**src/rtl/xbb_pkg.sv**
```systemverilog
package xbb_pkg;
   typedef struct packed {
      logic offboard;
      logic wide;
      logic flash_sel;
   } ctl_t;

   typedef enum logic [1:0] {
      TGT_NONE  = 2'd0,
      TGT_SRAM  = 2'd1,
      TGT_FLASH = 2'd2,
      TGT_XBUS  = 2'd3
   } tgt_e;
endpackage

```
**src/rtl/xbb_ioregs.sv**
```systemverilog
module xbb_ioregs
   import xbb_pkg::*;
#(
   parameter int AW        = 16,
   parameter int DW        = 16,
   parameter int LED_N     = 3,
   parameter int PAGE_W    = 5,
   parameter int LED_PORT  = 0,
   parameter int CTL_PORT  = 2,
   parameter int MSEL_PORT = 4,
   parameter int WIDE_BIT  = 6,
   parameter int OFF_BIT   = 7
) (
   input  logic              clk,
   input  logic              rst_n,
   input  logic              io_wr,
   input  logic              io_rd,
   input  logic [AW-1:0]     port,
   input  logic [DW-1:0]     wdata,
   output logic [DW-1:0]     rdata,
   output logic [LED_N-1:0]  led,
   output logic [PAGE_W-1:0] page,
   output ctl_t              ctl
);
   localparam logic [AW-1:0] LED_A  = AW'(LED_PORT);
   localparam logic [AW-1:0] CTL_A  = AW'(CTL_PORT);
   localparam logic [AW-1:0] MSEL_A = AW'(MSEL_PORT);

   if (PAGE_W > WIDE_BIT || WIDE_BIT >= OFF_BIT || OFF_BIT >= DW) begin : g_bad_fields
      $error("xbb_ioregs: control fields overlap or exceed the data width");
   end
   if (LED_N > DW || LED_N < 1) begin : g_bad_led
      $error("xbb_ioregs: LED count out of range");
   end

   logic unused_wbits;
   assign unused_wbits = ^wdata;

   always_ff @(posedge clk) begin
      if (!rst_n) begin
         led           <= '0;
         page          <= '0;
         ctl.offboard  <= 1'b0;
         ctl.wide      <= 1'b0;
         ctl.flash_sel <= 1'b1;
      end else if (io_wr) begin
         if (port == LED_A) begin
            led <= wdata[LED_N-1:0];
         end
         if (port == CTL_A) begin
            page         <= wdata[PAGE_W-1:0];
            ctl.wide     <= wdata[WIDE_BIT];
            ctl.offboard <= wdata[OFF_BIT];
         end
         if (port == MSEL_A) begin
            ctl.flash_sel <= wdata[0];
         end
      end
   end

   always_comb begin
      rdata = '0;
      if (io_rd) begin
         if (port == LED_A) begin
            rdata[LED_N-1:0] = led;
         end else if (port == CTL_A) begin
            rdata[PAGE_W-1:0] = page;
            rdata[WIDE_BIT]   = ctl.wide;
            rdata[OFF_BIT]    = ctl.offboard;
         end else if (port == MSEL_A) begin
            rdata[0] = ctl.flash_sel;
         end
      end
   end
endmodule

```
**src/rtl/xbb_decode.sv**
```systemverilog
module xbb_decode
   import xbb_pkg::*;
(
   input  logic mem_acc,
   input  logic addr_hi,
   input  ctl_t ctl,
   output tgt_e tgt,
   output logic sram_cs,
   output logic flash_cs,
   output logic xb_cs
);
   always_comb begin
      tgt = TGT_NONE;
      if (mem_acc && addr_hi) begin
         if (ctl.offboard)       tgt = TGT_XBUS;
         else if (ctl.flash_sel) tgt = TGT_FLASH;
         else                    tgt = TGT_SRAM;
      end
   end

   assign sram_cs  = (tgt == TGT_SRAM);
   assign flash_cs = (tgt == TGT_FLASH);
   assign xb_cs    = (tgt == TGT_XBUS);
endmodule

```
**src/rtl/xbb_datalatch.sv**
```systemverilog
module xbb_datalatch #(
   parameter int DW         = 16,
   parameter int XDW        = 32,
   parameter bit ALLOW_WIDE = 1'b1
) (
   input  logic           clk,
   input  logic           rst_n,
   input  logic           wr,
   input  logic           odd,
   input  logic           wide,
   input  logic [DW-1:0]  wdata,
   output logic [XDW-1:0] xb_wdata,
   output logic           xb_we
);
   if (XDW != 2 * DW) begin : g_bad_width
      $error("xbb_datalatch: expansion width must be twice the host width");
   end

   logic [DW-1:0] hi_next;
   logic          commit;

   if (ALLOW_WIDE) begin : g_wide
      logic [DW-1:0] stage_q;
      logic          use_stage;

      assign use_stage = wide;
      assign commit    = wr && !(wide && odd);
      assign hi_next   = use_stage ? stage_q : xb_wdata[XDW-1:DW];

      always_ff @(posedge clk) begin
         if (!rst_n) begin
            stage_q <= '0;
         end else if (wr && wide && odd) begin
            stage_q <= wdata;
         end
      end
   end else begin : g_narrow
      logic unused_mode;
      assign unused_mode = ^{wide, odd};
      assign commit      = wr;
      assign hi_next     = xb_wdata[XDW-1:DW];
   end

   always_ff @(posedge clk) begin
      if (!rst_n) begin
         xb_wdata <= '0;
         xb_we    <= 1'b0;
      end else begin
         xb_we <= commit;
         if (commit) begin
            xb_wdata <= {hi_next, wdata};
         end
      end
   end
endmodule

```
**src/rtl/xbus_bridge.sv**
```systemverilog
module xbus_bridge
   import xbb_pkg::*;
#(
   parameter int CPU_AW     = 16,
   parameter int CPU_DW     = 16,
   parameter int XB_AW      = 20,
   parameter int XB_DW      = 32,
   parameter int LED_N      = 3,
   parameter bit ALLOW_WIDE = 1'b1
) (
   input  logic              clk,
   input  logic              rst_n,
   input  logic              io_sel,
   input  logic              cpu_wr,
   input  logic              cpu_rd,
   input  logic [CPU_AW-1:0] cpu_addr,
   input  logic [CPU_DW-1:0] cpu_wdata,
   output logic [CPU_DW-1:0] cpu_rdata,
   output logic [LED_N-1:0]  led,
   output logic [XB_AW-1:0]  xb_addr,
   output logic [XB_DW-1:0]  xb_wdata,
   output logic              xb_we,
   output logic              sram_cs,
   output logic              flash_cs,
   output logic              xb_cs
);
   localparam int XB_LOW_W = CPU_AW - 1;
   localparam int PAGE_W   = XB_AW - XB_LOW_W;

   if (PAGE_W < 1) begin : g_bad_aw
      $error("xbus_bridge: expansion address must be wider than the host window");
   end
   if (CPU_AW < 2) begin : g_bad_cpu_aw
      $error("xbus_bridge: host address too narrow");
   end

   ctl_t              ctl_q;
   tgt_e              tgt;
   logic [PAGE_W-1:0] page_q;
   logic              mem_acc;
   logic              io_wr;
   logic              io_rd;

   assign mem_acc = !io_sel && (cpu_wr || cpu_rd);
   assign io_wr   = io_sel && cpu_wr;
   assign io_rd   = io_sel && cpu_rd;

   xbb_ioregs #(
      .AW     (CPU_AW),
      .DW     (CPU_DW),
      .LED_N  (LED_N),
      .PAGE_W (PAGE_W)
   ) i_regs (
      .clk   (clk),
      .rst_n (rst_n),
      .io_wr (io_wr),
      .io_rd (io_rd),
      .port  (cpu_addr),
      .wdata (cpu_wdata),
      .rdata (cpu_rdata),
      .led   (led),
      .page  (page_q),
      .ctl   (ctl_q)
   );

   xbb_decode i_dec (
      .mem_acc  (mem_acc),
      .addr_hi  (cpu_addr[CPU_AW-1]),
      .ctl      (ctl_q),
      .tgt      (tgt),
      .sram_cs  (sram_cs),
      .flash_cs (flash_cs),
      .xb_cs    (xb_cs)
   );

   logic unused_tgt;
   assign unused_tgt = ^tgt;

   xbb_datalatch #(
      .DW         (CPU_DW),
      .XDW        (XB_DW),
      .ALLOW_WIDE (ALLOW_WIDE)
   ) i_latch (
      .clk      (clk),
      .rst_n    (rst_n),
      .wr       (xb_cs && cpu_wr),
      .odd      (cpu_addr[0]),
      .wide     (ctl_q.wide),
      .wdata    (cpu_wdata),
      .xb_wdata (xb_wdata),
      .xb_we    (xb_we)
   );

   assign xb_addr = {page_q, cpu_addr[XB_LOW_W-1:0]};
endmodule

```
**config.mk**
```make
export PLATFORM = sky130hd
export DESIGN_NAME = xbus_bridge
export DESIGN_NICKNAME = d
export VERILOG_FILES = /design/src/rtl/xbb_pkg.sv /design/src/rtl/xbb_ioregs.sv /design/src/rtl/xbb_decode.sv /design/src/rtl/xbb_datalatch.sv /design/src/rtl/xbus_bridge.sv
export SDC_FILE = /design/constraint.sdc
export NUM_CORES = 1
export LEC_CHECK = 0
export CAP_MARGIN = 0
export CORE_MARGIN = 2
export CORE_UTILIZATION = 43
export CTS_CLUSTER_SIZE = 8
export DETAILED_ROUTE_END_ITERATION = 10
export MAX_ROUTING_LAYER = met4
export PLACE_DENSITY = 0.82
export SYNTH_ARGS = -nofsm -noshare
export SYNTH_HDL_FRONTEND = slang
export SYNTH_SLANG_ARGS = --single-unit
```
**constraint.sdc**
```tcl
create_clock -name clk -period 2.15 [get_ports clk]
set_clock_uncertainty 0.15 [all_clocks]
set_input_delay 0.43 -clock clk [delete_from_list [all_inputs] [get_ports clk]]
set_output_delay 0.43 -clock clk [all_outputs]
set_load 0.005 [all_outputs]
```
**Word-level counts from Yosys, hierarchy flattened**

Cells that the tools add are included.

- Register bits: 60
- Input bits: 37
- Output and inout bits: 75
- Logic and storage cells: 43

- Equality and inequality tests: 5
- Multiplexer cells: 12
- Reduce and logical (&&, ||, !) cells: 17

Operator list:

| operator | count |
|---|---|
| 16-bit by 2-bit equality test with 1-bit output, second input constant | 1 |
| 16-bit by 3-bit equality test with 1-bit output, second input constant | 1 |
| 16-bit zero test | 1 |
| 2-bit two-way mux | 7 |
| 1-bit logical AND | 9 |
| 2-bit AND reduction | 4 |
| 5-bit two-way mux | 1 |
| 2-bit equality test, second input constant | 2 |
| 4-bit two-way mux | 1 |
| 3-bit two-way mux | 1 |
| 2-bit by 1-bit equality test with 1-bit output, second input constant | 1 |
| 1-bit zero test | 2 |
| 1-bit two-way mux | 2 |
| 1-bit logical OR | 1 |

**Longest topological paths before layout**

- Depth in word-level cells: 8
- Depth in mapped cells: 7
- Depth with buffers taken out: 4

**Hierarchy**

From an unflattened synthesis, not the netlist that was laid out.

- Cells, all modules: 287
- Area total of the unflattened synthesis: 2701.3 um2

Modules (own cells, without submodules):

| module | times used | cells an instance | area each (um2) | seq. area each (um2) |
|---|---|---|---|---|
| xbb_datalatch | 1 | 177 | 1824.2 | 980.9 |
| xbb_ioregs | 1 | 83 | 685.7 | 220.2 |
| xbus_bridge | 1 | 19 | 143.9 | 0.0 |
| xbb_decode | 1 | 8 | 47.5 | 0.0 |

**Worst setup path before layout**

No wires, ideal clock.

- Kind: input -> output
- Start: input cpu_addr[8]
- End: output cpu_rdata[0]
- Data arrival time: 1.464 ns
- Data required time: 1.570 ns
- Path slack: 0.106 ns
- Stages on the path: 4
- Path buffers: 0
- Cells stage by stage: nor4_1 nand3_2 or2_1 nor4_2

- Cells in the longest elaborated chain, start to end: 5
- Elaborated cells on any way between the ends: 7
- Those cells by class: 2 x eq/ne; 4 x mux; 1 x reduce/logical

Ends and longest elaborated chain:

| item | line | source |
|---|---|---|
| from (decl) | xbus_bridge.sv:16 | `input logic [CPU_AW-1:0] cpu_addr,` |
| 16-bit by 3-bit equality test with 1-bit output | xbb_ioregs.sv:70 | `end else if (port == MSEL_A) begin` |
| 1-bit two-way mux | xbb_ioregs.sv:70 |  |
| 1-bit two-way mux | xbb_ioregs.sv:66 | `end else if (port == CTL_A) begin` |
| 3-bit two-way mux * | xbb_ioregs.sv:64 | `if (port == LED_A) begin` |
| 5-bit two-way mux * | xbb_ioregs.sv:63 | `if (io_rd) begin` |
| to (decl) | xbus_bridge.sv:18 | `output logic [CPU_DW-1:0] cpu_rdata,` |

Mark *: on every way between the ends. The rest lies on a longest branch, timed or not.

**Worst setup path after layout**

- Start: input cpu_addr[15]
- End: output cpu_rdata[6]

- Cells in the longest elaborated chain, start to end: 4
- Elaborated cells on any way between the ends: 5
- Those cells by class: 1 x eq/ne; 3 x mux; 1 x reduce/logical

Ends and longest elaborated chain:

| item | line |
|---|---|
| 16-bit by 2-bit equality test with 1-bit output | xbb_ioregs.sv:66 |
| 2-bit two-way mux | xbb_ioregs.sv:66 |
| 2-bit two-way mux * | xbb_ioregs.sv:64 |
| 2-bit two-way mux * | xbb_ioregs.sv:63 |

Marked as above.

==> results.py <==
metrics = {
    "outcome": {
        "status": "finished, violations left",
        "violations": "setup timing",
    },
    "clock_network": {
        "ctsHoldBuffers": 0,
        "clkTransAtPathRegs_ns": 0.07,
        "cts_tree": "done",
        "clock_latency_ns": 0.32,
        "cts_buffers": 9,
        "clock_path_buffers": 2,
        "cts_max_level": 3,
        "clkSinkCount": 60,
        "root_buffer": "clkbuf_8",
    },
    "final_layout": {
        "postLayoutCoreUtil_pct": 66.2,
        "final_cells": 498,
        "area_delta_synth_final_pct": 51.1,
        "register_area_um2": 1200,
        "fin_nets": 454,
        "final_cell_area_um2": 4130,
        "multi_input_area_um2": 1370,
        "nFillCells": 527,
        "diodes": 0,
        "final_layout_size_suffix_gt1_share_pct": 21.6,
    },
    "setup_path": {
        "endpoint": "cpu_rdata[6]",
        "cp-start-kind": "input port",
        "crit_path_start": "cpu_addr[15]",
        "cp.required_ns": 1.57,
        "path_max_fanout": 2,
        "end_kind": "primary output",
        "timing.rr.start": "i_regs.ctl[2]",
        "worstSetupPathType": "in -> out",
        "r2r_slack_ns": 0.56,
        "reg2reg_to": "i_latch.xb_wdata[23]",
        "reg2regPathDepth": 5,
        "cp.arrival_ns": 1.68,
    },
    "yosys": {
        "postSynthCellCount": 304,
        "synth-edff-count": 0,
        "seq_area_frac_synth_pct": 43.9,
        "synthTopCellsByArea": "dfxtp_1, nand2_1, mux2i_1",
        "yosys_warnings": 0,
        "synthFlopType": "dfxtp_1",
        "syn-cell-area_um2": 2740,
        "synth_top_area_cell": "dfxtp_1",
        "synth_area_per_cell_um2": 9.00,
        "ys_types": 36,
        "ys_ff_latch": 60,
        "synth-async-reset-ratio_pct": 0,
        "yosysTopAreaCellShare_pct": 43.9,
    },
    "floorplanning": {
        "dieArea_um2": 7010,
        "std_cell_rows": 29,
        "io_pins": 112,
        "die_x_um": 83.8,
        "die_h_um": 83.8,
        "core_area_um2": 6240,
        "start_util_pct": 43.8,
    },
    "sta": {
        "final.min_clock_period_ns": 2.26,
        "hold_violations": 0,
        "fmax_mhz": 443,
        "setup_viol": 4,
        "setup_ws_ns": -0.106,
        "rsz0062_at_grt": "yes",
        "setup-tns-final_ns": -0.239,
        "drv_slew": 0,
        "hold_slack_ns": 0.306,
        "period_share_pct": 105,
    },
    "grt": {
        "grt_max_degree": 42,
        "grt_pass1_vias": 2425,
        "grt_pass1_wl_mm": 11.7,
        "antenna_found_initial": 0,
        "grt_usage_pct": 21.1,
        "grt-ovfl-total": 0,
    },
    "route": {
        "wl_per_cell_um": 14.1,
        "antenna_left": 0,
        "via_per_inst": 4.86,
        "drc_errors": 0,
        "first_pass_iters": 4,
        "drt_iter0_drc": 77,
        "vias": 2419,
        "wl_mm": 7.02,
    },
    "run": {
        "drv_cap": 0,
    },
    "power": {
        "power.density_nw_per_um2": 524,
        "leakagePower_nw": 1.49,
        "power_mw": 2.17,
        "vdd_ir_drop_max_uv": 297,
    },
    "place": {
        "gp_congestion": 0.903,
        "placed_cell_area_um2": 3850,
        "pre_cts_ws_ns": -0.871,
        "hpwl_mm": 4.95,
        "port_buffers": 102,
        "placedCellCount": 476,
    },
    "worst_hold_path": {
        "min_path_type": "reg -> reg",
    },
}
## cells in the final DEF, fill, tap and decap left out, types with 5 or more instances in the layout
| cell | count |
|---|---|
| mux2i_1 | 27 |
| conb_1 | 9 |
| nand2_1 | 82 |
| clkbuf_8 | 10 |
| dfxtp_1 | 60 |
| buf_6 | 11 |
| buf_2 | 12 |
| buf_12 | 5 |
| dlygate4sd2_1 | 6 |
| nor2b_1 | 17 |
| buf_4 | 22 |
| a21boi_0 | 28 |
| clkdlybuf4s50_1 | 73 |
| nor4_4 | 5 |
## state kept, by name (all words and copies together) (netlist names)
name and cells:
i_latch.xb_wdata 32, i_latch.g_wide.stage_q 16, i_regs.page 5, i_regs.ctl 3
i_regs.led 3, i_latch.xb_we 1
## critical path: stages
cell     delay, ns
buf_6         0.10
nor4_4        0.28
nand3_2       0.13
buf_6         0.15
nor3_4        0.14
buf_6         0.13
buf_6         0.08
and2_4        0.14
buf_6         0.09
## synthesized netlist by cell type (2+ instances only)
cell type and n:
a21boi_0 28, a21boi_1 4, a22oi_1 2, and2_1 4
buf_2 2, buf_4 26, buf_6 2, clkbuf_1 7
clkbuf_2 2, dfxtp_1 60, inv_1 3, mux2i_1 27
nand2_1 83, nand3_1 3, nor2_1 6, nor2b_1 17
nor3_1 4, nor4_1 3, nor4_2 3, o21ai_0 2
## routing by layer
metal / global-route usage (%) / vias to the layer above / wire, µm
met5: - / - / 0
met4: 7.92 / 0 / 132
met3: 4.75 / 11 / 365
met2: 35.3 / 78 / 3550
met1: 24.9 / 1135 / 2970
li1: - / 1195 / -
## repair_timing
action	in CTS	in global routing
setup endpoints to repair	14	7
pin swaps	14	7
cloned	0	0
setup buffers	6	2
resized for setup	106	14
## cell families (layout without fill, tap and decap cells)
logic type | Yosys count | count (layout) | synth area share (%)
AOI/OAI and AO/OA | 38 | 38 | 10.2
other | 1 | 9 | 0.137
DFF | 60 | 60 | 43.9
buffers and inverters | 43 | 152 | 10.8
muxes | 27 | 27 | 9.88
and+or+nand+nor | 135 | 135 | 25.0
## power by group
part           leakage (nW)  internal, mW  total (mW)  switching [mW]
Combinational         0.926         0.115       0.199          0.0844
Clock                0.0852         0.441       0.857           0.415
Sequential            0.483          1.11        1.11      0.00000100
Total                  1.49          1.67        2.17           0.500
## worst min-delay path by stage
stage	from	to	slack, ns	cells after the start
5_1_grt	i_latch.xb_wdata[6]	i_latch.xb_wdata[6]	0.33	2
4_1_cts	i_latch.xb_wdata[8]	i_latch.xb_wdata[8]	0.31	2
6_report	i_latch.xb_wdata[8]	i_latch.xb_wdata[8]	0.31	2
2_1_floorplan	i_latch.g_wide.stage_q[9]	i_latch.g_wide.stage_q[9]	0.28	2
3_5_place_dp	i_latch.xb_wdata[8]	i_latch.xb_wdata[8]	0.30	2
3_3_place_gp	i_latch.xb_wdata[8]	i_latch.xb_wdata[8]	0.29	2
## layout make-up
| type | instances | area share (%) |
|---|---|---|
| multi-input combinational | 209 | 33.2 |
| clock buffer | 11 | 3.42 |
| timing repair buffer | 134 | 31.1 |
| clock inverter | 4 | 0.636 |
| tap | 77 | 2.33 |
| inverter | 3 | 0.272 |
| sequential | 60 | 29.1 |
Power figures use the tool's default switching activity.
